===== src/rtl/lic_pkg.sv =====
package lic_pkg;

    typedef enum logic {
        LINK_UP   = 1'b0,
        LINK_DOWN = 1'b1
    } link_state_e;

    typedef enum logic [1:0] {
        SP_FIRST,
        SP_NOISE,
        SP_GOOD,
        SP_LATE
    } spacing_e;

    localparam int unsigned RECOVER_PULSES = 5;

    // Sort the spacing between two valid pulses into a window class.
    function automatic spacing_e classify_gap(input logic seen,
                                              input int unsigned gap,
                                              input int unsigned lo,
                                              input int unsigned hi);
        if (!seen)          return SP_FIRST;
        else if (gap < lo)  return SP_NOISE;
        else if (gap > hi)  return SP_LATE;
        else                return SP_GOOD;
    endfunction

endpackage


===== src/rtl/lic_pulse_gen.sv =====
module lic_pulse_gen #(
    parameter int unsigned PERIOD = 2_000_000,
    parameter int unsigned WIDTH  = 15
) (
    input  logic clk,
    input  logic rst,
    input  logic enable,
    output logic req
);
    localparam int unsigned CW = $clog2(PERIOD);
    localparam int unsigned WW = $clog2(WIDTH + 1);

    logic [CW-1:0] cnt_q;
    logic [WW-1:0] wid_q;

    always_ff @(posedge clk) begin
        if (rst || !enable) begin
            cnt_q <= '0;
            wid_q <= '0;
        end else if (cnt_q == CW'(PERIOD - 1)) begin
            cnt_q <= '0;
            wid_q <= WW'(WIDTH);
        end else begin
            cnt_q <= cnt_q + 1'b1;
            if (wid_q != '0)
                wid_q <= wid_q - 1'b1;
        end
    end

    assign req = (wid_q != '0);

    // a busy or disabled cycle silences the request on the next cycle
    a_r2_quiet_when_off: assert property (@(posedge clk) disable iff (rst)
        !enable |=> !req);

    generate
        if (WIDTH > 1) begin : g_width
            // a request lasts beyond its first cycle while enabled
            a_r1_width_hold: assert property (@(posedge clk) disable iff (rst)
                ($rose(req) && enable) |=> req);
        end
    endgenerate

endmodule


===== src/rtl/lic_spacing_tracker.sv =====
module lic_spacing_tracker
    import lic_pkg::*;
#(
    parameter int unsigned MIN_GAP    = 500_000,
    parameter int unsigned MAX_GAP    = 6_250_000,
    parameter int unsigned RUN_TARGET = RECOVER_PULSES
) (
    input  logic clk,
    input  logic rst,
    input  logic clear,
    input  logic lp_valid,
    output logic run_done
);
    localparam int unsigned GW = $clog2(MAX_GAP + 2);
    localparam int unsigned RW = $clog2(RUN_TARGET + 1);
    localparam logic [GW-1:0] GAP_SAT = GW'(MAX_GAP + 1);

    logic [GW-1:0] gap_q;
    logic          seen_q;
    logic [RW-1:0] run_q, run_d;
    spacing_e      cls;

    always_comb begin
        cls   = classify_gap(seen_q, int'(gap_q), MIN_GAP, MAX_GAP);
        run_d = run_q;
        case (cls)
            SP_FIRST, SP_LATE: run_d = RW'(1);
            SP_NOISE:          run_d = '0;
            default:           run_d = (run_q == RW'(RUN_TARGET)) ? run_q : run_q + 1'b1;
        endcase
    end

    always_ff @(posedge clk) begin
        if (rst || clear) begin
            gap_q  <= '0;
            seen_q <= 1'b0;
            run_q  <= '0;
        end else if (lp_valid) begin
            gap_q  <= GW'(1);
            seen_q <= 1'b1;
            run_q  <= run_d;
        end else if (gap_q != GAP_SAT) begin
            gap_q  <= gap_q + 1'b1;
        end
    end

    assign run_done = lp_valid && (run_d == RW'(RUN_TARGET));

    // the run count never passes its target
    a_r6_run_bound: assert property (@(posedge clk) disable iff (rst)
        run_q <= RW'(RUN_TARGET));

    // a pulse after a saturated gap restarts the run at one
    a_r8_late_restart: assert property (@(posedge clk) disable iff (rst)
        (lp_valid && !clear && seen_q && gap_q == GAP_SAT) |=> run_q == RW'(1));

    // a pulse inside the noise window empties the run
    a_r7_noise_zero: assert property (@(posedge clk) disable iff (rst)
        (lp_valid && !clear && seen_q && gap_q < GW'(MIN_GAP)) |=> run_q == '0);

endmodule


===== src/rtl/lic_link_fsm.sv =====
module lic_link_fsm
    import lic_pkg::*;
#(
    parameter int unsigned LOSS_CYCLES = 12_500_000
) (
    input  logic clk,
    input  logic rst,
    input  logic lt_disable,
    input  logic activity,
    input  logic recover_now,
    input  logic tx_busy,
    input  logic rx_busy,
    output logic link_fail
);
    localparam int unsigned LW = $clog2(LOSS_CYCLES);
    localparam logic [LW-1:0] LOSS_LAST = LW'(LOSS_CYCLES - 1);

    link_state_e   state_q;
    logic [LW-1:0] loss_q;
    logic          pend_q;
    logic          both_idle;

    assign both_idle = !tx_busy && !rx_busy;

    always_ff @(posedge clk) begin
        if (rst) begin
            state_q <= LINK_DOWN;
            loss_q  <= '0;
            pend_q  <= 1'b0;
        end else if (lt_disable) begin
            state_q <= LINK_UP;
            loss_q  <= '0;
            pend_q  <= 1'b0;
        end else begin
            if (activity)
                loss_q <= '0;
            else if (loss_q != LOSS_LAST)
                loss_q <= loss_q + 1'b1;

            case (state_q)
                LINK_UP: begin
                    if (!activity && loss_q == LOSS_LAST) begin
                        state_q <= LINK_DOWN;
                        pend_q  <= 1'b0;
                    end
                end
                default: begin
                    if ((pend_q || recover_now) && both_idle) begin
                        state_q <= LINK_UP;
                        pend_q  <= 1'b0;
                        loss_q  <= '0;
                    end else if (recover_now) begin
                        pend_q  <= 1'b1;
                    end
                end
            endcase
        end
    end

    assign link_fail = (state_q == LINK_DOWN) && !lt_disable;

    // activity while passing keeps the link passing
    a_r3_activity_keeps_up: assert property (@(posedge clk) disable iff (rst)
        (state_q == LINK_UP && activity && !lt_disable) |=> state_q == LINK_UP);

    // no exit from fail while either direction is busy
    a_r5_busy_holds_fail: assert property (@(posedge clk) disable iff (rst)
        (state_q == LINK_DOWN && !both_idle && !lt_disable) |=> state_q == LINK_DOWN);

    // disable leaves the link passing on the next cycle
    a_r10_disable_passes: assert property (@(posedge clk) disable iff (rst)
        lt_disable |=> state_q == LINK_UP);

endmodule


===== src/rtl/lic_link_ctrl.sv =====
module lic_link_ctrl
    import lic_pkg::*;
#(
    parameter int unsigned LP_PERIOD      = 2_000_000,
    parameter int unsigned LP_WIDTH       = 15,
    parameter int unsigned LOSS_CYCLES    = 12_500_000,
    parameter int unsigned MIN_GAP        = 500_000,
    parameter int unsigned MAX_GAP        = 6_250_000,
    parameter bit          FWD_DISCONNECT = 1'b1
) (
    input  logic clk,
    input  logic rst,
    input  logic tx_busy,
    input  logic rx_busy,
    input  logic lt_disable,
    input  logic rx_lp_strobe,
    input  logic rx_lp_pol_ok,
    input  logic rx_pkt_strobe,
    output logic tx_lp_req,
    output logic link_fail,
    output logic tx_data_en,
    output logic rx_data_en,
    output logic opt_idle_en
);
    logic lp_valid;
    logic run_done;
    logic activity;
    logic recover_now;

    assign lp_valid    = rx_lp_strobe && rx_lp_pol_ok && !lt_disable;
    assign activity    = lp_valid || rx_pkt_strobe;
    assign recover_now = run_done || rx_pkt_strobe;

    lic_pulse_gen #(
        .PERIOD (LP_PERIOD),
        .WIDTH  (LP_WIDTH)
    ) u_pulse (
        .clk    (clk),
        .rst    (rst),
        .enable (!tx_busy && !lt_disable),
        .req    (tx_lp_req)
    );

    lic_spacing_tracker #(
        .MIN_GAP    (MIN_GAP),
        .MAX_GAP    (MAX_GAP),
        .RUN_TARGET (RECOVER_PULSES)
    ) u_spacing (
        .clk      (clk),
        .rst      (rst),
        .clear    (lt_disable),
        .lp_valid (lp_valid),
        .run_done (run_done)
    );

    lic_link_fsm #(
        .LOSS_CYCLES (LOSS_CYCLES)
    ) u_fsm (
        .clk         (clk),
        .rst         (rst),
        .lt_disable  (lt_disable),
        .activity    (activity),
        .recover_now (recover_now),
        .tx_busy     (tx_busy),
        .rx_busy     (rx_busy),
        .link_fail   (link_fail)
    );

    assign tx_data_en = !link_fail;
    assign rx_data_en = !link_fail;

    generate
        if (FWD_DISCONNECT) begin : g_fwd
            assign opt_idle_en = !link_fail;
        end else begin : g_keep
            assign opt_idle_en = 1'b1;
        end
    endgenerate

    // a failing link never lets receive data through
    a_r11_rx_gated: assert property (@(posedge clk) disable iff (rst)
        $rose(link_fail) |-> !rx_data_en);

endmodule


===== config.mk =====
export PLATFORM = sky130hd
export DESIGN_NAME = lic_link_ctrl
export DESIGN_NICKNAME = d
export VERILOG_FILES = /design/src/rtl/lic_pkg.sv /design/src/rtl/lic_pulse_gen.sv /design/src/rtl/lic_spacing_tracker.sv /design/src/rtl/lic_link_fsm.sv /design/src/rtl/lic_link_ctrl.sv
export SDC_FILE = /design/constraint.sdc
export NUM_CORES = 1
export LEC_CHECK = 0
export ABC_CLOCK_PERIOD_IN_PS = 5150
export BUFFER_PORTS_ARGS = -buffer_cell sky130_fd_sc_hd__buf_4
export CAP_MARGIN = 25
export CORE_ASPECT_RATIO = 1.75
export CORE_MARGIN = 3
export CORE_UTILIZATION = 41
export CTS_CLUSTER_DIAMETER = 150
export DETAILED_ROUTE_END_ITERATION = 10
export GPL_TIMING_DRIVEN = 0
export SLEW_MARGIN = 20
export SYNTH_ARGS = -nofsm -noshare
export SYNTH_HDL_FRONTEND = slang
export SYNTH_SLANG_ARGS = --single-unit

===== constraint.sdc =====
create_clock -name clk -period 5.15 [get_ports clk]
set_input_delay 0.515 -clock clk [delete_from_list [all_inputs] [get_ports clk]]
set_output_delay 0.515 -clock clk [all_outputs]
set_load 0.05 [all_outputs]

==> metrics.yaml, run 1 <==
path_class: "flip-flop to flip-flop"
path_max_fanout: 9
synth_cells: 451
drt_iter0_drc: 61
placedInstanceArea_um2: 4160
routedWlPerCell_um: 12.8
place.gp.congestion: 0.801
clk_pin_slew_ps: 60
grt_max_degree: 14
critPathLaunchType: "flip-flop"
worst_slack_ps: 2360
clk_latency_ps: 330
final_max_slew_viol_count: 0
grt_first_pass_wirelength_mm: 13.6
post_drt_via_cell_ratio: 5.20
drtAntennaViolNets: 0
dp_hpwl_mm: 5.79
worstPathArrival_ps: 3030
place_ws_ps: 2360
cts_repair_resize_count: 0
antenna_found_initial: 0
required_ps: 5390
cts.path.max_buffers: 2
finalSetupViolCount: 0
final_hold_viol_count: 0
fin_setup_tns_ps: 0
yosysWarnings: 0
ys.flop_type: "dfxtp_1"
vias: 3116
clock-sinks: 78
initial_core_util: 0.425
outcome: "finished, final reports clean"
p_leak_nw: 1.46
drv_cap: 0
nFillCells: 922
cts_hold_buf: 0
layout_min_cycle_time_ps: 2790
min-delay-path-class: "input port to flip-flop"
die_area_um2: 10800
dp.cells: 583
switching_share: 0.218
max_freq_mhz: 359
synth.top_cell.area_share: 0.399
ys_types: 55
die_w_um: 79.9
syn-num-nets: 469
combPwrFrac: 0.036
core_um2: 9210
postCtsSetupBuffers: 0
synth_edf_count: 0
cts_root_buf: "clkbuf_16"
ir_drop_v: 0.000176
synth.area.top_cells: "dfxtp_1 40%, xor2_1 7.2%, nor2_1 6.9%, xnor2_1 5.8%, ha_1 3.2%"
drc_errors: 0
rows: 46
num-nets-final: 492
pwr-share-clk: 0.469
stdcell_count: 599
power_density_nw_per_um2: 278
first_pass_iters: 4
worstMarginPinSlew_ps: 492
grt_use_total: 0.156
port_buffers: 12
pwr-share-seq: 0.496
wl_mm: 7.67
cts_tree: "yes"
fin_area_um2: 4430
ys_seq_area_frac: 0.399
end_kind: "flip-flop"
cts_made_buffers: 9
p_int_uw: 962
grt-ovfl-total: 0
io_pins: 13
clock_skew_ps: 6.21
final_layout_size_suffix_gt1_frac: 0.119
synthArstFlopShare: 0
rsz0062_at_grt: "false"
synth.largest_area_cell: "dfxtp_1"
areaGrowthSynthToFinish_pct: 13.2
syn_avg_cell_area_um2: 8.68
die_y_um: 135
insertedDiodeCount: 0
h-tree-depth: 3
switching_power_uw: 268
synth_area_um2: 3920
slew_headroom: 0.667
grt_pass1_vias: 3083
ys_ff_latch: 78
period_share: 0.541
==> cells in the final DEF (no fill, tap or decap), types with 10 or more instances in the layout <==
| cell | netlist | routed |
|---|---|---|
| ha_1 | 10 | 10 |
| xnor2_1 | 26 | 26 |
| buf_4 | 3 | 15 |
| o21ai_0 | 12 | 12 |
| inv_1 | 17 | 17 |
| nor2_1 | 72 | 72 |
| a21oi_1 | 23 | 23 |
| dfxtp_1 | 78 | 78 |
| nand2_1 | 32 | 32 |
| nand4_1 | 18 | 18 |
| nand3_1 | 24 | 24 |
| xor2_1 | 32 | 32 |
==> worst paths after layout <==
check / start / endpoint / slack (ps) / depth (start not counted)
setup / recovery: u_spacing.gap_q[13] / u_fsm.pend_q / 2360 / 12
hold / removal: rst / u_fsm.state_q / 390 / 3
setup reg to reg: u_spacing.gap_q[13] / u_fsm.pend_q / 2360 / 12
hold reg to reg: u_pulse.cnt_q[0] / u_pulse.cnt_q[0] / 460 / 1
==> cell usage after synthesis (all sizes together) (5+ instances only) <==
master / count
and4: 9
a21oi: 23
xnor2: 26
or3: 8
and3: 9
o21ai: 12
nor4: 12
ha: 10
dfxtp: 78
nor2: 73
buf: 12
nor3: 10
nand2: 33
xor2: 32
nand4: 20
clkbuf: 5
inv: 17
nand3: 25
==> layout make-up <==
| cell class | instances | area, um^2 | share of cell area |
|---|---|---|---|
| Inverter | 17 | 63.8 | 0.0144 |
| Clock buffer | 11 | 243 | 0.0548 |
| Tap cell | 120 | 150 | 0.0339 |
| Timing Repair Buffer | 12 | 90.1 | 0.0203 |
| Multi-Input combinational cell | 339 | 2190 | 0.495 |
| Buffer | 17 | 97.6 | 0.0220 |
| Sequential cell | 78 | 1560 | 0.352 |
| Clock inverter | 5 | 33.8 | 0.00762 |
==> cells by family after synthesis <==
group,synth area share
xor gates and xnor gates,0.130
adders and majority gates,0.0319
buffers and inverters,0.0412
DFF,0.399
muxes,0.00511
and+or+nand+nor,0.314
AOI/OAI and AO/OA,0.0789
==> flip-flops by register name (all words and copies together), names as in the netlist <==
signal and cells:
u_pulse.wid_q 4, u_spacing.gap_q 23, u_fsm.pend_q 1, u_pulse.cnt_q 21
u_spacing.run_q 3, u_spacing.seen_q 1, u_fsm.loss_q 24, u_fsm.state_q 1
==> routing by layer <==
metal	global-route usage	vias up	part of all wire
met4	0.0761	0	0.015
met5	0	-	0
met2	0.289	20	0.57
met3	0.0320	8	0.017
met1	0.163	1471	0.40
li1	-	1617	-
==> metrics by stage <==
stage | util | total power, mW | hold WS (ps)
floorplan | - | 0.652 | 430
global placement | 0.451 | 0.667 | 441
finish | 0.481 | 1.23 | 386
global route | 0.481 | 1.29 | 378
detailed placement | 0.451 | 0.668 | 453
CTS | 0.481 | 1.25 | 373
==> critical path: stages (launching register included) <==
cell and delay [ps]:
dfxtp_1 300, clkbuf_1 290, nor2_1 110, a311oi_1 260, o21ai_0 120, a221o_1 370
o21a_1 110, ha_1 250, nor2b_1 170, a211o_1 260, a21oi_1 200, nor3_1 70
a211oi_1 200
==> power by group through the flow <==
stage | Combinational (mW) | Sequential (mW) | Clock, mW
after global routing | 0.0487 | 0.610 | 0.627
after detailed placement | 0.0449 | 0.623 | 0
after global placement | 0.0442 | 0.623 | 0
after CTS | 0.0451 | 0.609 | 0.600
final | 0.0440 | 0.610 | 0.577
after floorplan | 0.0302 | 0.622 | 0
No activity file was read; power rests on OpenSTA's default activity.
==> inputs of run 2 (changes only) <==
- ABC_AREA: not set -> 1
- ABC_CLOCK_PERIOD_IN_PS: 5150 -> 2700
- clock period: 5.15 -> 2.7 ns (I/O delays scaled with it)
==> run 2 against run 1 <==
- worst hold slack lost 270 ps
- non-clock buffer count grew 7
- critical endpoint is now u_fsm.loss_q[3]
- largest power group unchanged
- first-iteration DRC count rose to 3.0 times the previous value
- critical path depth is 5 higher
- sequential share of layout area is 4.0 points lower
- worst setup slack lost 2200 ps
- area after synthesis increased by 9.7%
==> metrics.yaml, run 2 <==
drt_iter0_drc: 181
final_max_slew_viol_count: 0
io_pins: 13
critPathLaunchType: "flip-flop"
die_y_um: 141
h-tree-depth: 3
synth.largest_area_cell: "dfxtp_1"
fin_util: 0.507
synth_area_um2: 4300
ys_seq_area_frac: 0.363
antenna_found_initial: 0
insertedDiodeCount: 0
cts_tree: "yes"
p_leak_nw: 1.95
dp.cells: 765
final_hold_viol_count: 0
ir_drop_v: 0.000342
largest_registers: "u_fsm.loss_q x24, u_spacing.gap_q x23, u_pulse.cnt_q x21"
nFillCells: 982
die_area_um2: 11800
clock_skew_ps: 7.78
grt_pass1_vias: 3730
worstMarginPinSlew_ps: 579
final_layout_size_suffix_gt1_frac: 0.164
die_w_um: 83.4
place_ws_ps: -62.3
clk_latency_ps: 330
place.gp.congestion: 0.909
max_freq_mhz: 392
grt-ovfl-total: 0
layout_min_cycle_time_ps: 2550
synth.area.top_cells: "dfxtp_1 36%, inv_1 9.6%, nand2_1 9.3%, nor2_1 7.9%, xor2_1 5.5%"
layout_common_cells: "105 x inv_1, 105 x nand2_1, 88 x nor2_1, 68 x dfxtp_1, 43 x nand3_1"
rows: 48
vias: 3932
cts_hold_buf: 0
yosysWarnings: 0
synth_edf_count: 0
finalSetupViolCount: 0
worst_slack_ps: 149
num-nets-final: 685
period_share: 0.945
outcome: "finished, final reports clean"
areaGrowthSynthToFinish_pct: 18.2
drv_cap: 0
ys_top_cells_by_count: "110 x inv_1, 107 x nand2_1, 91 x nor2_1"
path_max_fanout: 6
end_kind: "flip-flop"
worstPathArrival_ps: 2780
slew_headroom: 0.614
cts_root_buf: "clkbuf_16"
grt_use_total: 0.167
wl_mm: 9.74
fin_area_um2: 5080
grt_max_degree: 13
syn-num-nets: 646
yosysMostFrequentCell: "inv_1"
path_class: "flip-flop to flip-flop"
port_buffers: 12
min-delay-path-class: "input port to flip-flop"
core_um2: 10000
largest-register: "u_fsm.loss_q"
power_density_nw_per_um2: 477
ys.flop_type: "dfxtp_1"
first_pass_iters: 4
ys_types: 33
synth_cells: 628
drtAntennaViolNets: 0
stdcell_count: 797
placedInstanceArea_um2: 4540
clk_pin_slew_ps: 60
largest_reg_flops: 24
post_drt_via_cell_ratio: 4.93
initial_core_util: 0.429
drc_errors: 0
cts_made_buffers: 9
clock-sinks: 78
syn_avg_cell_area_um2: 6.84
synth.top_cell.area_share: 0.363
ys_ff_latch: 78
regArea_um2: 1580
dp_hpwl_mm: 7.20
multi_input_area_um2: 2320
grt_first_pass_wirelength_mm: 16.2
cts.path.max_buffers: 2
synthArstFlopShare: 0
routedWlPerCell_um: 12.2
required_ps: 2930
power_mw: 2.42
run 2: changes by cell type in the layout (fill, tap and decap cells not counted), moves of 7 or more:
cell,change
dfxtp_1,-10
nor2_2,+25
buf_4,+13
or3_1,-8
nor2_1,+16
nor3_1,+20
xnor2_1,-17
nand2_1,+73
nand3_1,+19
and4_1,-7
inv_1,+88
run 2: critical path, stage by stage, from the launching register on:
cell and delay, ps:
dfxtp_1 420, inv_1 100, nor4_2 170, nand3_1 130
o21ai_2 170, nand2_1 60, inv_1 90, ha_4 160
inv_1 40, nor2_1 80, nand3_1 100, nor2_1 110
nand2_1 80, nand2_2 90, nand2_4 60, o21ai_4 320
clkbuf_16 230, nor2_2 30
run 2: cell type report:
type | count | area share
multi-input cells | 432 | 0.458
flip-flops and latches | 78 | 0.312
inverters | 110 | 0.0813
clock buffers | 13 | 0.0532
repair buffers | 28 | 0.0490
well taps | 125 | 0.0308
plain buffers | 8 | 0.0131
clock inverters | 3 | 0.00345
run 2: worst paths after layout:
path,start,end,slack [ps],depth (start not counted)
max,u_spacing.gap_q[8],u_fsm.loss_q[3],150,17
min,rst,u_fsm.state_q,120,3
max reg2reg,u_spacing.gap_q[8],u_fsm.loss_q[3],150,17
min reg2reg,u_pulse.cnt_q[0],u_pulse.cnt_q[0],440,1
run 2: repair_timing:
action,in CTS,in global routing
gates resized for setup,0,38
pin swaps,1,12
endpoints found under the setup margin,20,26
cloned,0,2
setup buffers,1,13
run 2: per-stage QoR:
step	hold WS, ps	TNS, ps
after floorplan	362	0
after global placement	428	-592
after detailed placement	436	-1100
after CTS	107	0
after global routing	140	-555
final	120	0
run 2: cells by family after synthesis:
family | share of synthesized area
simple gates | 0.358
compound gates | 0.0664
flops | 0.363
xor+xnor | 0.0734
fa+ha+maj | 0.0291
buf+inv | 0.110
run 2: power by group:
part,switching (mW),internal (mW)
clock,0.461,0.695
combinational,0.0661,0.0414
sequential,0.00590,1.15
total,0.533,1.89
run 2: layer usage:
metal	wire, um	vias to the layer above	part of all wire	global-route usage
met2	5170	69	0.53	0.314
met5	0	-	0	0
met3	298	19	0.031	0.0302
met4	266	0	0.027	0.0784
li1	-	2061	-	-
met1	4010	1783	0.41	0.178
==> inputs of run 3 (changes only) <==
- ABC_AREA: 1 -> not set
==> run 3 against run 2 <==
- register-to-register slack improved by 40 ps
- combinational power is 22% lower
- final cell count decreased by 25%
- largest cell class unchanged
- global-route usage decreased by 1.1 points
- sequential power is essentially flat
- critical path type unchanged
- sequential cell count did not move
- via count shrank 20%
- routed wire length shrank 21%
- critical path depth is 6 lower
- critical endpoint is now u_fsm.pend_q
- non-clock buffer count is 8 lower
- cell area decreased by 12%
==> metrics.yaml, run 3 (synthesis results as in run 1) <==
switching_power_uw: 514
power_mw: 2.35
wl_mm: 7.68
areaGrowthSynthToFinish_pct: 14.0
path_class: "flip-flop to flip-flop"
clock_skew_ps: 7.27
cts.path.max_buffers: 2
port_buffers: 12
combPwrFrac: 0.036
path_cells: "and3_2 > and3_1 > o21ai_1 > a221o_1 > o21a_1 > ha_2 > nor2b_2 > a211o_1 > a21oi_2 > nor3_1 > a211oi_1"
switching_share: 0.219
antenna_found_initial: 0
die_y_um: 135
die_area_um2: 10800
final_hold_viol_count: 0
routedWlPerCell_um: 12.8
num-nets-final: 491
ir_drop_v: 0.000341
grt-ovfl-total: 0
dp_hpwl_mm: 5.79
h-tree-depth: 3
clk_latency_ps: 330
final_max_slew_viol_count: 0
largest_reg_flops: 24
max_freq_mhz: 398
grt_use_total: 0.157
period_share: 0.931
initial_core_util: 0.425
clk_pin_slew_ps: 60
layout_min_cycle_time_ps: 2510
post_drt_via_cell_ratio: 5.23
cpMaxStageDelayCell: "dfxtp_1"
min-delay-path-class: "input port to flip-flop"
slew_headroom: 0.651
largest_registers: "u_fsm.loss_q x24, u_spacing.gap_q x23, u_pulse.cnt_q x21"
nFillCells: 918
io_pins: 13
die_w_um: 79.9
outcome: "finished, final reports clean"
place.gp.congestion: 0.801
rows: 46
layout_common_cells: "72 x nor2_1, 72 x dfxtp_1, 32 x nand2_1, 32 x xor2_1, 26 x xnor2_1"
cts_root_buf: "clkbuf_16"
grt_max_degree: 14
critPathBufInv: 0
required_ps: 2950
pwr-share-clk: 0.469
insertedDiodeCount: 0
final_layout_size_suffix_gt1_frac: 0.144
clock-sinks: 78
path_max_fanout: 5
power_density_nw_per_um2: 526
vias: 3129
end_kind: "flip-flop"
worstMarginPinSlew_ps: 517
largest-register: "u_fsm.loss_q"
drt_iter0_drc: 67
worstPathArrival_ps: 2760
drtAntennaViolNets: 0
core_um2: 9210
grt_first_pass_wirelength_mm: 13.7
p_int_mw: 1.84
fin_setup_tns_ps: 0
first_pass_iters: 4
drc_errors: 0
drv_cap: 0
pwr-share-seq: 0.495
p_leak_nw: 1.46
critPathMaxStageDelay_ps: 370
critPathTopFamily: "compound AO/OA/AOI/OAI gates"
cts_tree: "yes"
critPathLaunchType: "flip-flop"
finalSetupViolCount: 0
cts_made_buffers: 9
grt_pass1_vias: 3081
r2r_setup_slack_ps: 190
run 3: per-layer routing:
layer / track usage / wire length, um
met1: 0.164 / 2990
met2: 0.289 / 4320
met3: 0.0320 / 138
met4: 0.0761 / 230
met5: 0 / 0
run 3: layout make-up:
type	instances	area, um^2	share of cell area
Multi-Input combinational cell	339	2220	0.496
Sequential cell	78	1570	0.351
Clock buffer	11	243	0.0544
Tap cell	120	150	0.0336
Buffer	16	98.8	0.0221
Timing Repair Buffer	12	90.1	0.0202
Inverter	17	63.8	0.0143
Clock inverter	5	33.8	0.00757
run 3: final timing paths:
check,startpoint,to,cells after the start
worst min-delay path,rst,u_fsm.state_q,3
worst max-delay path,u_spacing.gap_q[16],u_fsm.pend_q,11
worst min register to register,u_pulse.cnt_q[0],u_pulse.cnt_q[0],1
worst max register to register,u_spacing.gap_q[16],u_fsm.pend_q,11
run 3: worst reg2reg max path, cell delays in order, from the launching register on:
cell and delay, ps:
dfxtp_1 370, and3_2 240, and3_1 220, o21ai_1 90, a221o_1 360, o21a_1 110
ha_2 210, nor2b_2 160, a211o_1 270, a21oi_2 150, nor3_1 60, a211oi_1 200
run 3: timing repair:
| action | CTS | global route |
|---|---|---|
| hold buffers | 0 | 0 |
| setup endpoints to repair | 2 | 2 |
| pin swaps | 0 | 4 |
| setup buffers | 0 | 0 |
| gates resized for setup | 1 | 16 |
run 3: power groups by stage:
stage / logic [mW] / clock network (mW) / registers, mW
2_1_floorplan: 0.0577 / 0 / 1.19
3_3_place_gp: 0.0844 / 0 / 1.19
3_5_place_dp: 0.0857 / 0 / 1.19
4_1_cts: 0.0859 / 1.14 / 1.16
5_1_grt: 0.0931 / 1.20 / 1.16
6_report: 0.0843 / 1.10 / 1.16
run 3: per-stage QoR:
| step | util | worst slack (ps) | hold slack (ps) | std cells | cell area [um^2] |
|---|---|---|---|---|---|
| 3_5_place_dp | 0.451 | -88.4 | 453 | 583 | 4160 |
| 3_3_place_gp | 0.451 | -64.8 | 441 | 583 | 4160 |
| 5_1_grt | 0.485 | -65.7 | 133 | 598 | 4460 |
| 4_1_cts | 0.482 | 9.70 | 128 | 598 | 4440 |
| 6_report | 0.485 | 185 | 138 | 598 | 4460 |
| 2_1_floorplan | - | 208 | 364 | 451 | 3920 |
